==> config.mk <==
export PLATFORM = sky130hd
export DESIGN_NAME = m2m_dma_fsm
export DESIGN_NICKNAME = d
export VERILOG_FILES = /design/src/rtl/m2m_dma_pkg.sv /design/src/rtl/m2m_dma_bcnt.sv /design/src/rtl/m2m_dma_bay.sv /design/src/rtl/m2m_dma_fsm.sv
export SDC_FILE = /design/constraint.sdc
export NUM_CORES = 1
export LEC_CHECK = 0
export ABC_AREA = 1
export BUFFER_PORTS_ARGS = -buffer_cell sky130_fd_sc_hd__buf_2
export CAP_MARGIN = 20
export CORE_MARGIN = 1.5
export CORE_UTILIZATION = 45
export CTS_BUF_LIST = sky130_fd_sc_hd__clkbuf_8
export DETAILED_ROUTE_END_ITERATION = 8
export PLACE_DENSITY = 0.68
export RECOVER_POWER = 25
export SLEW_MARGIN = 10
export SYNTH_ARGS = -nofsm -noshare
export SYNTH_HDL_FRONTEND = slang
export SYNTH_HIERARCHICAL = 1
export SYNTH_SLANG_ARGS = --single-unit
export TNS_END_PERCENT = 30
==> constraint.sdc <==
create_clock -name clk -period 6.63 [get_ports clk]
set_input_delay 1.989 -clock clk [delete_from_list [all_inputs] [get_ports clk]]
set_output_delay 1.989 -clock clk [all_outputs]
set_load 0.01 [all_outputs]
==> src/rtl/m2m_dma_pkg.sv <==
package m2m_dma_pkg;
  parameter int BCNT_W = 16;

  typedef enum logic [2:0] {
    ST_IDLE  = 3'd0,
    ST_STALL = 3'd1,
    ST_RD    = 3'd2,
    ST_WR    = 3'd3,
    ST_BWC   = 3'd4
  } dma_st_e;

  // beat size in bytes from the peripheral width field
  function automatic logic [2:0] beat_size(input logic [1:0] pw);
    case (pw)
      2'b00:   return 3'd1;
      2'b01:   return 3'd2;
      default: return 3'd4;
    endcase
  endfunction

  // bytes actually taken by one beat: the beat size clipped to what remains
  function automatic logic [2:0] beat_take(input logic [BCNT_W-1:0] left,
                                           input logic [2:0] w);
    return (left < BCNT_W'(w)) ? left[2:0] : w;
  endfunction

  // count qualifies a start for the given trigger mode
  function automatic logic count_ok(input logic [1:0] mode,
                                    input logic [2:0] w,
                                    input logic [BCNT_W-1:0] c);
    return (mode == 2'b00) ? (c != '0) : (c >= BCNT_W'(w));
  endfunction

  function automatic logic trig_hit(input logic [1:0] mode,
                                    input logic sw, input logic rq);
    case (mode)
      2'b00:        return sw;
      2'b01, 2'b10: return rq;
      default:      return 1'b0;
    endcase
  endfunction
endpackage

==> src/rtl/m2m_dma_bcnt.sv <==
module m2m_dma_bcnt
  import m2m_dma_pkg::*;
#(
  parameter int NBUF = 2
) (
  input  logic                        clk,
  input  logic                        rst_n,
  input  logic                        ld_en,
  input  logic [$clog2(NBUF)-1:0]     ld_sel,
  input  logic [BCNT_W-1:0]           ld_val,
  input  logic                        dec_en,
  input  logic [$clog2(NBUF)-1:0]     dec_sel,
  input  logic [2:0]                  dec_amt,
  output logic [NBUF-1:0][BCNT_W-1:0] cnt_q
);
  localparam int SEL_W = $clog2(NBUF);

  for (genvar b = 0; b < NBUF; b++) begin : g_buf
    always_ff @(posedge clk or negedge rst_n) begin
      if (!rst_n)
        cnt_q[b] <= '0;
      else if (ld_en && ld_sel == SEL_W'(b))
        cnt_q[b] <= ld_val;
      else if (dec_en && dec_sel == SEL_W'(b))
        cnt_q[b] <= cnt_q[b] - BCNT_W'(dec_amt);
    end
  end
endmodule

==> src/rtl/m2m_dma_bay.sv <==
module m2m_dma_bay #(
  parameter int BAY_BYTES = 16,
  localparam int LVL_W = $clog2(BAY_BYTES + 1)
) (
  input  logic             clk,
  input  logic             rst_n,
  input  logic             fill,
  input  logic             drain,
  input  logic [2:0]       amt,
  output logic [LVL_W-1:0] level_q
);
  always_ff @(posedge clk or negedge rst_n) begin
    if (!rst_n)     level_q <= '0;
    else if (fill)  level_q <= level_q + LVL_W'(amt);
    else if (drain) level_q <= level_q - LVL_W'(amt);
  end
endmodule

==> src/rtl/m2m_dma_fsm.sv <==
module m2m_dma_fsm
  import m2m_dma_pkg::*;
#(
  parameter int BAY_BYTES = 16
) (
  input  logic              clk,
  input  logic              rst_n,
  input  logic              sw_start,
  input  logic [1:0]        xfer_mode,
  input  logic [1:0]        per_width,
  input  logic              dreq,
  input  logic              bwc_wait,
  input  logic              nfb_irq_en,
  input  logic              bcnt_ld,
  input  logic              bcnt_ld_sel,
  input  logic [BCNT_W-1:0] bcnt_ld_val,
  output logic              rd_req,
  input  logic              rd_ack,
  output logic              wr_req,
  input  logic              wr_ack,
  output logic [2:0]        xfer_bytes,
  output logic              nfb_irq,
  output logic              done,
  output logic [2:0]        state,
  output logic              cur_buf
);
  localparam int LVL_W = $clog2(BAY_BYTES + 1);

  dma_st_e st_q, st_d;
  logic cur_q, cur_d, bwc_empty_q, bwc_empty_d;
  logic irq_q, irq_d, done_q, done_d;

  logic [1:0][BCNT_W-1:0] cnt_q;
  logic [BCNT_W-1:0] cnt_cur, cnt_oth;
  logic [LVL_W-1:0]  bay_lvl;
  logic [2:0]        bsz, rd_amt, wr_amt;
  logic              rd_fire, wr_fire, bay_empty, trig, rd_stop;

  assign cnt_cur   = cnt_q[cur_q];
  assign cnt_oth   = cnt_q[~cur_q];
  assign bsz       = beat_size(per_width);
  assign bay_empty = (bay_lvl == '0);
  assign trig      = trig_hit(xfer_mode, sw_start, dreq);

  assign rd_req  = (st_q == ST_RD);
  assign wr_req  = (st_q == ST_WR) && !bay_empty;
  assign rd_fire = rd_req && rd_ack;
  assign wr_fire = wr_req && wr_ack;
  assign rd_amt  = beat_take(cnt_cur, bsz);
  assign wr_amt  = beat_take(BCNT_W'(bay_lvl), bsz);

  // reading stops when this beat empties the count or no further full beat fits
  assign rd_stop = (cnt_cur == BCNT_W'(rd_amt)) ||
                   (int'(bay_lvl) + int'(rd_amt) + int'(bsz) > BAY_BYTES);

  m2m_dma_bcnt #(.NBUF(2)) u_bcnt (
    .clk    (clk),
    .rst_n  (rst_n),
    .ld_en  (bcnt_ld),
    .ld_sel (bcnt_ld_sel),
    .ld_val (bcnt_ld_val),
    .dec_en (rd_fire),
    .dec_sel(cur_q),
    .dec_amt(rd_amt),
    .cnt_q  (cnt_q)
  );

  m2m_dma_bay #(.BAY_BYTES(BAY_BYTES)) u_bay (
    .clk    (clk),
    .rst_n  (rst_n),
    .fill   (rd_fire),
    .drain  (wr_fire),
    .amt    (rd_fire ? rd_amt : wr_amt),
    .level_q(bay_lvl)
  );

  always_comb begin
    st_d        = st_q;
    cur_d       = cur_q;
    bwc_empty_d = bwc_empty_q;
    irq_d       = 1'b0;
    done_d      = 1'b0;
    unique case (st_q)
      ST_IDLE, ST_STALL: begin
        if (trig) begin
          if (count_ok(xfer_mode, bsz, cnt_cur)) begin
            st_d = ST_RD;
          end else if (count_ok(xfer_mode, bsz, cnt_oth)) begin
            st_d  = ST_RD;
            cur_d = ~cur_q;
          end else begin
            st_d = ST_STALL;
          end
        end
      end
      ST_RD: begin
        if (rd_fire) begin
          if (rd_stop) st_d = ST_WR;
        end else if (bwc_wait) begin
          st_d        = ST_BWC;
          bwc_empty_d = bay_empty;
        end
      end
      ST_WR: begin
        if (!bay_empty) begin
          if (!wr_fire && bwc_wait) begin
            st_d        = ST_BWC;
            bwc_empty_d = 1'b0;
          end
        end else if (cnt_cur != '0) begin
          if (xfer_mode == 2'b00 || dreq) st_d = ST_RD;
        end else if (cnt_oth != '0) begin
          st_d  = ST_RD;
          cur_d = ~cur_q;
          irq_d = nfb_irq_en;
        end else begin
          st_d   = ST_IDLE;
          done_d = 1'b1;
        end
      end
      ST_BWC: begin
        if (!bwc_wait) st_d = bwc_empty_q ? ST_RD : ST_WR;
      end
      default: st_d = ST_IDLE;
    endcase
  end

  always_ff @(posedge clk or negedge rst_n) begin
    if (!rst_n) begin
      st_q        <= ST_IDLE;
      cur_q       <= 1'b0;
      bwc_empty_q <= 1'b0;
      irq_q       <= 1'b0;
      done_q      <= 1'b0;
    end else begin
      st_q        <= st_d;
      cur_q       <= cur_d;
      bwc_empty_q <= bwc_empty_d;
      irq_q       <= irq_d;
      done_q      <= done_d;
    end
  end

  assign xfer_bytes = rd_fire ? rd_amt : (wr_fire ? wr_amt : 3'd0);
  assign nfb_irq    = irq_q;
  assign done       = done_q;
  assign state      = st_q;
  assign cur_buf    = cur_q;
endmodule

==> results of run 1 <==
## layout by cell type (no fill, tap or decap), types with 7 or more instances in the layout
cell	count
ha_1	27
nor2_2	16
nand3_1	59
xor2_1	11
inv_1	112
nand2_1	204
o21ai_1	7
inv_2	10
dfrtp_1	44
buf_2	40
nor2_1	58
o22ai_1	11
nand4_1	7
o21ai_0	28
nor2_4	8
fa_1	7
## stage by stage
stage,hold slack (ns),setup slack (ns),cells,area [um2]
2_1_floorplan,0.464,1.02,674,4380
3_3_place_gp,0.501,0.601,837,4690
3_5_place_dp,0.493,0.519,837,4690
4_1_cts,0.514,0.520,845,4780
5_1_grt,0.566,0.209,845,4780
6_report,0.519,0.511,845,4780
## logic make-up (layout without fill, tap and decap cells)
| kind of cell | after synthesis | in the layout | synth area share |
|---|---|---|---|
| buffers and inverters | 133 | 175 | 0.124 |
| and+or+nand+nor | 375 | 375 | 0.382 |
| adders and majority gates | 34 | 34 | 0.109 |
| DFF | 44 | 44 | 0.251 |
| xor gates and xnor gates | 12 | 12 | 0.0240 |
| AOI/OAI and AO/OA | 76 | 76 | 0.110 |
## synthesized netlist by cell type (all sizes together)
cell type	n	area, um2
o31ai	1	7.51
nand3b	4	30.0
nor2	82	408
dfrtp	44	1100
o21bai	3	22.5
o2111ai	1	8.76
a21oi	7	42.5
or2	2	12.5
buf	7	67.6
and2	1	6.26
a21o	1	7.51
a21boi	2	15.0
xor2	11	96.3
inv	124	470
a31oi	1	6.26
clkbuf	1	3.75
nor3	6	30.0
nand3	60	305
o221ai	4	35.0
a22o	1	8.76
ha	27	338
xnor2	1	8.76
clkinv	1	3.75
nand4	7	43.8
and3	2	12.5
nand2	211	825
a2111oi	1	8.76
o21ai	40	226
o22ai	11	68.8
fa	7	140
o211ai	3	22.5
## worst max path at each step
stage	startpoint	end	slack [ns]	depth (start not counted)
after floorplan	per_width[0]	xfer_bytes[1]	1.02	15
after global placement	per_width[1]	xfer_bytes[1]	0.60	16
after detailed placement	per_width[1]	xfer_bytes[1]	0.52	16
after CTS	per_width[1]	xfer_bytes[1]	0.52	16
after global routing	per_width[1]	xfer_bytes[1]	0.21	16
final	per_width[1]	xfer_bytes[1]	0.51	16
## metal layers
metal,vias to the layer above,global-route usage,routed length (um)
met5,-,0,0
met4,0,0.0791,193
met3,17,0.0304,513
met2,132,0.396,5320
met1,1993,0.284,5020
li1,2207,-,-
## power breakdown
group	switching [mW]	internal [mW]
clock network	0.103	0.0835
registers	0.160	0.371
logic	0.785	0.464
total	1.05	0.919
## worst max-delay path, cell delays in order
cell,delay (ns)
buf_2,0.13
nor2_1,0.23
inv_1,0.19
ha_1,0.32
inv_1,0.07
o21bai_1,0.06
nand2_1,0.06
nand2_1,0.06
nor2_2,0.12
nand2_4,0.11
inv_4,0.09
nor2_1,0.05
a21oi_2,0.30
nand2_1,0.12
o21ai_0,0.09
buf_2,0.15
## area by class of cell
| cell class | count | share of cell area |
|---|---|---|
| multi-input cells | 497 | 0.573 |
| flip-flops and latches | 44 | 0.231 |
| inverters | 125 | 0.0990 |
| repair buffers | 42 | 0.0443 |
| well taps | 129 | 0.0338 |
| clock buffers | 6 | 0.0173 |
| clock inverters | 2 | 0.00210 |
## flip-flops by register name (all words and copies together) (netlist names)
name and cells:
bwc_empty_q 1, cur_buf 1, u_bcnt/cnt_q 32, state 3
done 1, u_bay/level_q 5, nfb_irq 1
==> metrics.md, run 1 <==
| Metric | Value |
|---|---|
| DR pass1 iterations | 4 |
| Largest net degree at the start of global routing | 45 |
| Setup TNS Final | 0 ns |
| Pleak | 2.61 nW |
| CTS tree | built |
| Hold Path Origin | bwc_empty_q$_DFFE_PN0P_ |
| Global-route wire length before repair | 18.5 mm |
| Synth warnings | 6 |
| Sequential area share after synthesis | 0.251 |
| Worst-Skew Late Latency | between 0.3 and 0.4 ns |
| Diodes inserted | 0 |
| Post-CTS Setup Repair Bufs | 0 |
| Mapped Area | 4380 um2 |
| FF+latch area | between 1000 and 1500 um2 |
| Total power | 1.97 mW |
| Kind of end point of the critical path | output pin |
| P&R area growth vs syn | 8.96% |
| Number of hold buffers added after cts | 0 |
| Total gr overflow | 0 |
| Critical Path RT | 4.64 ns |
| Vias | between 4000 and 5000 |
| Seq cells post-synth | 44 |
| Routed len/inst | around 13 um |
| Layout cells sized above 1 | 0.141 |
| Port-buffer cells | 40 |
| VDD IR max | ~0.00015 V |
| Worst setup SP type | input port |
| Clock root buffer | clkbuf_8 |
| Num CTS Buffers | 5 |
| Row count | 35 |
| Worst Path Arrival | slightly above 4 ns |
| Pwr/cell area | between 400 and 500 nW/um2 |
| Slew @ Worst Pin | between 2 and 3 ns |
| I/O pins | 41 |
| Violated checks | max-capacitance violations, max-slew violations |
| Worst R2R End | state[0]$_DFFE_PN0P_ |
| DRC errors left | 0 |
| Rel. slew slack | -0.738 |
| Net count, final | roughly 780 |
| Total clock sinks | 44 |
| Iteration-0 DRC Markers | 168 |
| Starting Density | 0.470 |
| Syn_area_per_cell | 6.50 um2 |
| FF-to-FF Start | cur_buf$_DFFE_PN0P_ |
| Achievable frequency | 163 MHz |
| Reg2Reg Depth | 26 |
| Core area | approximately 9300 um2 |
| Vias in the first global route | about 4100 |
| Final number of setup-violating endpoints | 0 |
| H-tree depth | 2 |
| Worst hold-check path type | register to register |
| Worst Clk Skew | roughly 0.0079 ns |
| Max cap viols | 1 |
| Status | finished with violations |
| DR vias/cell | slightly above 5 |
| Initial antenna violation count | 0 |
| Yosys cell types | 44 |
| Hold Path Sink | bwc_empty_q$_DFFE_PN0P_ |
| Die ar. | 10300 um2 |
| Hpwl dp | ~8.6 mm |
| Total GRT Usage | 0.226 |
| Shortest period the worst path allows | 6.12 ns |
| Post-CTS sizing | 0 |
| Max-slew violations | 45 |
| Hold depth | 2 |
| Antenna-violating nets left | 0 |
| Synth Instances | 674 |
| RSZ-0062 raised after global routing | no |
| Core Util, Final | 0.512 |
| Die X-Extent | 102 um |
| CP max FO | 9 |
| Deepest clock path buffer count | 2 |
| Filler cells | ~980 |
| Final hold vios | 0 |
| Routed wire length | 11.0 mm |
| Tcrit/Tclk final | 0.923 |
| Die height | about 100 um |
| Area of the multi-input gates | between 2000 and 3000 um2 |
| RePlAce Congestion | just under 0.9 |
| Syn Nets | ~740 |
| Setup CP Type | input port to output pin |
| Clk slew on worst S/H paths | 0.09 ns |
| Worst R2R Setup Slack | approximately 1.5 ns |
Power figures use the tool's default switching activity.
==> inputs of run 2 (changes only) <==
--- a/config.mk
+++ b/config.mk
@@ -5,14 +5,13 @@
 export SDC_FILE = /design/constraint.sdc
 export NUM_CORES = 1
 export LEC_CHECK = 0
-export ABC_AREA = 1
 export BUFFER_PORTS_ARGS = -buffer_cell sky130_fd_sc_hd__buf_2
 export CAP_MARGIN = 20
 export CORE_MARGIN = 1.5
 export CORE_UTILIZATION = 45
 export CTS_BUF_LIST = sky130_fd_sc_hd__clkbuf_8
 export DETAILED_ROUTE_END_ITERATION = 8
-export PLACE_DENSITY = 0.68
+export PLACE_DENSITY = 0.69
 export RECOVER_POWER = 25
 export SLEW_MARGIN = 10
 export SYNTH_ARGS = -nofsm -noshare
==> constraint.sdc (replaced) <==
create_clock -name clk -period 6.63 [get_ports clk]
set_input_delay 0.3315 -clock clk [delete_from_list [all_inputs] [get_ports clk]]
set_output_delay 0.3315 -clock clk [all_outputs]
set_load 0.01 [all_outputs]
==> run 2 against run 1 <==
  * The run still ends with max-capacitance violations, max-slew violations left
  * Register-to-register slack got worse by 0.66 ns
  * Die area decreased by 11%
  * Combinational power decreased by 32%
  * Worst hold slack got worse by 0.29 ns
  * Synthesized cell count decreased by 34%
  * Via count decreased by 16%
  * Wire length decreased by 9.9%
  * Maximum frequency increased by 5.4%
  * Flip-flop and latch count unchanged
  * Power decreased by 21%
  * Final cell count decreased by 30%
  * Clock power increased by 21%
  * Critical path type is now register to register
==> metrics.md, run 2 <==
| Metric | Value |
|---|---|
| Status | finished with violations |
| Violated checks | max-capacitance violations, max-slew violations |
| H-tree depth | 2 |
| Non-filler instance count after layout | between 500 and 600 |
| Worst R2R End | state[0]$_DFFE_PN0P_ |
| I/O pins | 41 |
| CTS tree | built |
| Antenna-violating nets left | 0 |
| VDD IR max | 0.000137 V |
| Top delay family on crit path | compound AO/OA/AOI/OAI gates |
| Core area | just over 8000 um2 |
| Clock root buffer | clkbuf_8 |
| Final number of setup-violating endpoints | 0 |
| Area leader, netlist | dfrtp_1 |
| Pwr/cell area | 362 nW/um2 |
| Worst Clk Skew | approximately 0.014 ns |
| Post-Place Cells | 577 |
| Commonest non-fill, non-tap cell in the layout | nor2_1 |
| Kind of end point of the critical path | register |
| Worst setup SP type | register |
| Top cells by area, synth | dfrtp_1 28%, ha_1 8.7%, nor2_1 4.4% |
| Net count, final | between 500 and 600 |
| CP max FO | 18 |
| Met3 wire length | ~540 um |
| CP Launch Point | cur_buf$_DFFE_PN0P_ |
| Async S/R FF share, synth | 1.00 |
| Setup TNS Final | 0 ns |
| Diodes inserted | 0 |
| Vias in the first global route | between 3000 and 4000 |
| Total GRT Usage | 0.230 |
| Rel. slew slack | -0.204 |
| Total clock sinks | 44 |
| Global-route wire length before repair | 16.4 mm |
| Critical path buffer and inverter count | 3 |
| DRC errors left | 0 |
| Worst R2R Setup Slack | 0.82 ns |
| Max cap viols | 1 |
| Synth warnings | 6 |
| Most used cell, CP | inv_1 |
| Slowest CP cell | dfrtp_1 |
| Synth Instances | roughly 450 |
| Slew @ Worst Pin | approximately 1.8 ns |
| Worst Path Arrival | about 6 ns |
| Ys flop type | dfrtp_1 |
| Starting Density | 0.469 |
| Vias | around 3700 |
| DP Worst Slack | around 0.89 ns |
| Number of cells on the critical path | 18 |
| Layout cells sized above 1 | 0.155 |
| Syn_area_per_cell | just under 9 um2 |
| FF+latch area | about 1100 um2 |
| Max-slew violations | 33 |
| Sequential area share after synthesis | 0.283 |
| Initial antenna violation count | 0 |
| DR vias/cell | ~6.2 |
| Die ar. | about 9000 um2 |
| Tcrit/Tclk final | 0.876 |
| Most frequent cells in the layout | 46 x nor2_1, 44 x dfrtp_1, 39 x buf_2 |
| Filler cells | about 790 |
| Crit path capture | state[0]$_DFFE_PN0P_ |
| Most frequent cell after synthesis | nor2_1 |
| Die height | roughly 96 um |
| Final hold vios | 0 |
| Highest routed layer | met4 |
| Reg2Reg Depth | 18 |
| Setup CP Type | register to register |
| Die X-Extent | 96.0 um |
| Post-CTS sizing | 0 |
| Achievable frequency | between 150 and 200 MHz |
| Port-buffer cells | 40 |
| Area of the multi-input gates | around 2600 um2 |
| FF-to-FF Start | cur_buf$_DFFE_PN0P_ |
| CP cell instances | mux2i_2 -> inv_1 -> ha_1 -> a21oi_1 -> nand2_1 -> a21oi_1 -> o21ai_0 -> fa_1 -> inv_1 -> ha_1 -> inv_1 -> fa_1 -> and4b_1 -> mux2_2 -> o41ai_4 -> o211ai_2 -> or2_4 -> mux2_4 |
| RePlAce Congestion | 0.849 |
| RSZ-0062 raised after global routing | no |
| Largest Register | u_bcnt/cnt_q |
| DR pass1 iterations | 5 |
| Synth top area share | 0.283 |
| Total gr overflow | 0 |
| P&R area growth vs syn | 10.6% |
| Num CTS Buffers | 5 |
| Largest net degree at the start of global routing | 45 |
| Routed wire length | 9.95 mm |
| Shortest period the worst path allows | just under 6 ns |
| Iteration-0 DRC Markers | 143 |
| Critical Path Max Stage Delay | approximately 0.8 ns |
| Fin worst setup slack | 0.825 ns |
| Hpwl dp | 7.50 mm |
| Syn Nets | 509 |
| Mapped Area | between 3000 and 4000 um2 |
| Pleak | between 1.5 and 2 nW |
| Row count | 33 |
| Most frequent cells after synthesis | 46 x nor2_1, 44 x dfrtp_1, 34 x inv_1 |
| Max FFs per register | 32 |
| WL met1 | 4.44 mm |
| Critical Path RT | between 6 and 7 ns |
| Worst hold-check path type | input port to register |
| Worst-Skew Late Latency | approximately 0.32 ns |
| WL met2 | slightly below 5 mm |
| Number of flops mapped to enable cells by yosys | 0 |
| Seq cells post-synth | 44 |
| Deepest clock path buffer count | 2 |
| Routed len/inst | about 17 um |
| Clk slew on worst S/H paths | approximately 0.09 ns |
| Yosys cell types | 64 |
==> run 2: cell count changes after synthesis, sizes merged, moves of 16 or more <==
cell	change
a21oi	+16
a31oi	+18
inv	-90
nand2	-189
nand3	-48
nor2	-35
o21ai	-23
or4	+17
==> run 2: worst register-to-register path, stage by stage, from the launching register on <==
cell      delay, ns
dfrtp_1        0.80
mux2i_2        0.48
inv_1          0.13
ha_1           0.35
a21oi_1        0.19
nand2_1        0.09
a21oi_1        0.46
o21ai_0        0.34
fa_1           0.52
inv_1          0.07
ha_1           0.16
inv_1          0.05
fa_1           0.42
and4b_1        0.22
mux2_2         0.28
o41ai_4        0.41
o211ai_2       0.17
or2_4          0.26
mux2_4         0.29
==> run 2: final cells by class <==
cell class	instances	share of cell area
Tap cell	105	0.0305
Clock buffer	5	0.0160
Multi-Input combinational cell	353	0.604
Clock inverter	3	0.0107
Sequential cell	44	0.256
Inverter	34	0.0296
Timing Repair Buffer	44	0.0537
==> run 2: stage by stage <==
step / power (mW) / area [um2] / util / hold slack (ns)
2_1_floorplan: 1.13 / 3890 / - / 0.0359
3_3_place_gp: 1.29 / 4170 / 0.502 / 0.545
3_5_place_dp: 1.33 / 4170 / 0.502 / 0.545
4_1_cts: 1.56 / 4280 / 0.516 / 0.228
5_1_grt: 1.70 / 4310 / 0.519 / 0.221
6_report: 1.56 / 4310 / 0.519 / 0.227
==> run 2: layer usage <==
layer / up-vias / GRT usage
met5: - / 0
met4: 0 / 0.0613
met3: 16 / 0.0395
met2: 133 / 0.397
met1: 1765 / 0.296
li1: 1754 / -
==> run 2: worst min path at each step <==
stage / from / cells past startpoint / endpoint
after CTS: nfb_irq_en / 2 / nfb_irq$_DFF_PN0_
after global placement: nfb_irq_en / 2 / nfb_irq$_DFF_PN0_
after detailed placement: nfb_irq_en / 2 / nfb_irq$_DFF_PN0_
after floorplan: rst_n / 0 / bwc_empty_q$_DFFE_PN0P_
final: nfb_irq_en / 2 / nfb_irq$_DFF_PN0_
after global routing: nfb_irq_en / 2 / nfb_irq$_DFF_PN0_
==> run 2: where the power goes <==
group / internal (mW) / total [mW] / switching (mW)
Combinational: 0.386 / 0.844 / 0.458
Sequential: 0.342 / 0.490 / 0.148
Clock: 0.114 / 0.226 / 0.112
==> run 2: kinds of logic (layout without fill, tap and decap cells) <==
kind of cell    Yosys count  count (layout)  share of synthesized area
simple gates            179             179                      0.264
compound gates          104             104                      0.187
buf+inv                  48              86                     0.0495
flops                    44              44                      0.283
fa+ha+maj                34              34                      0.123
mux                      23              23                     0.0652
xor+xnor                 13              13                     0.0292
==> run 2: what timing repair did <==
item,4_1_cts,5_1_grt
hold buffers,0,1
setup buffers,0,0
endpoints found under the hold margin,0,12
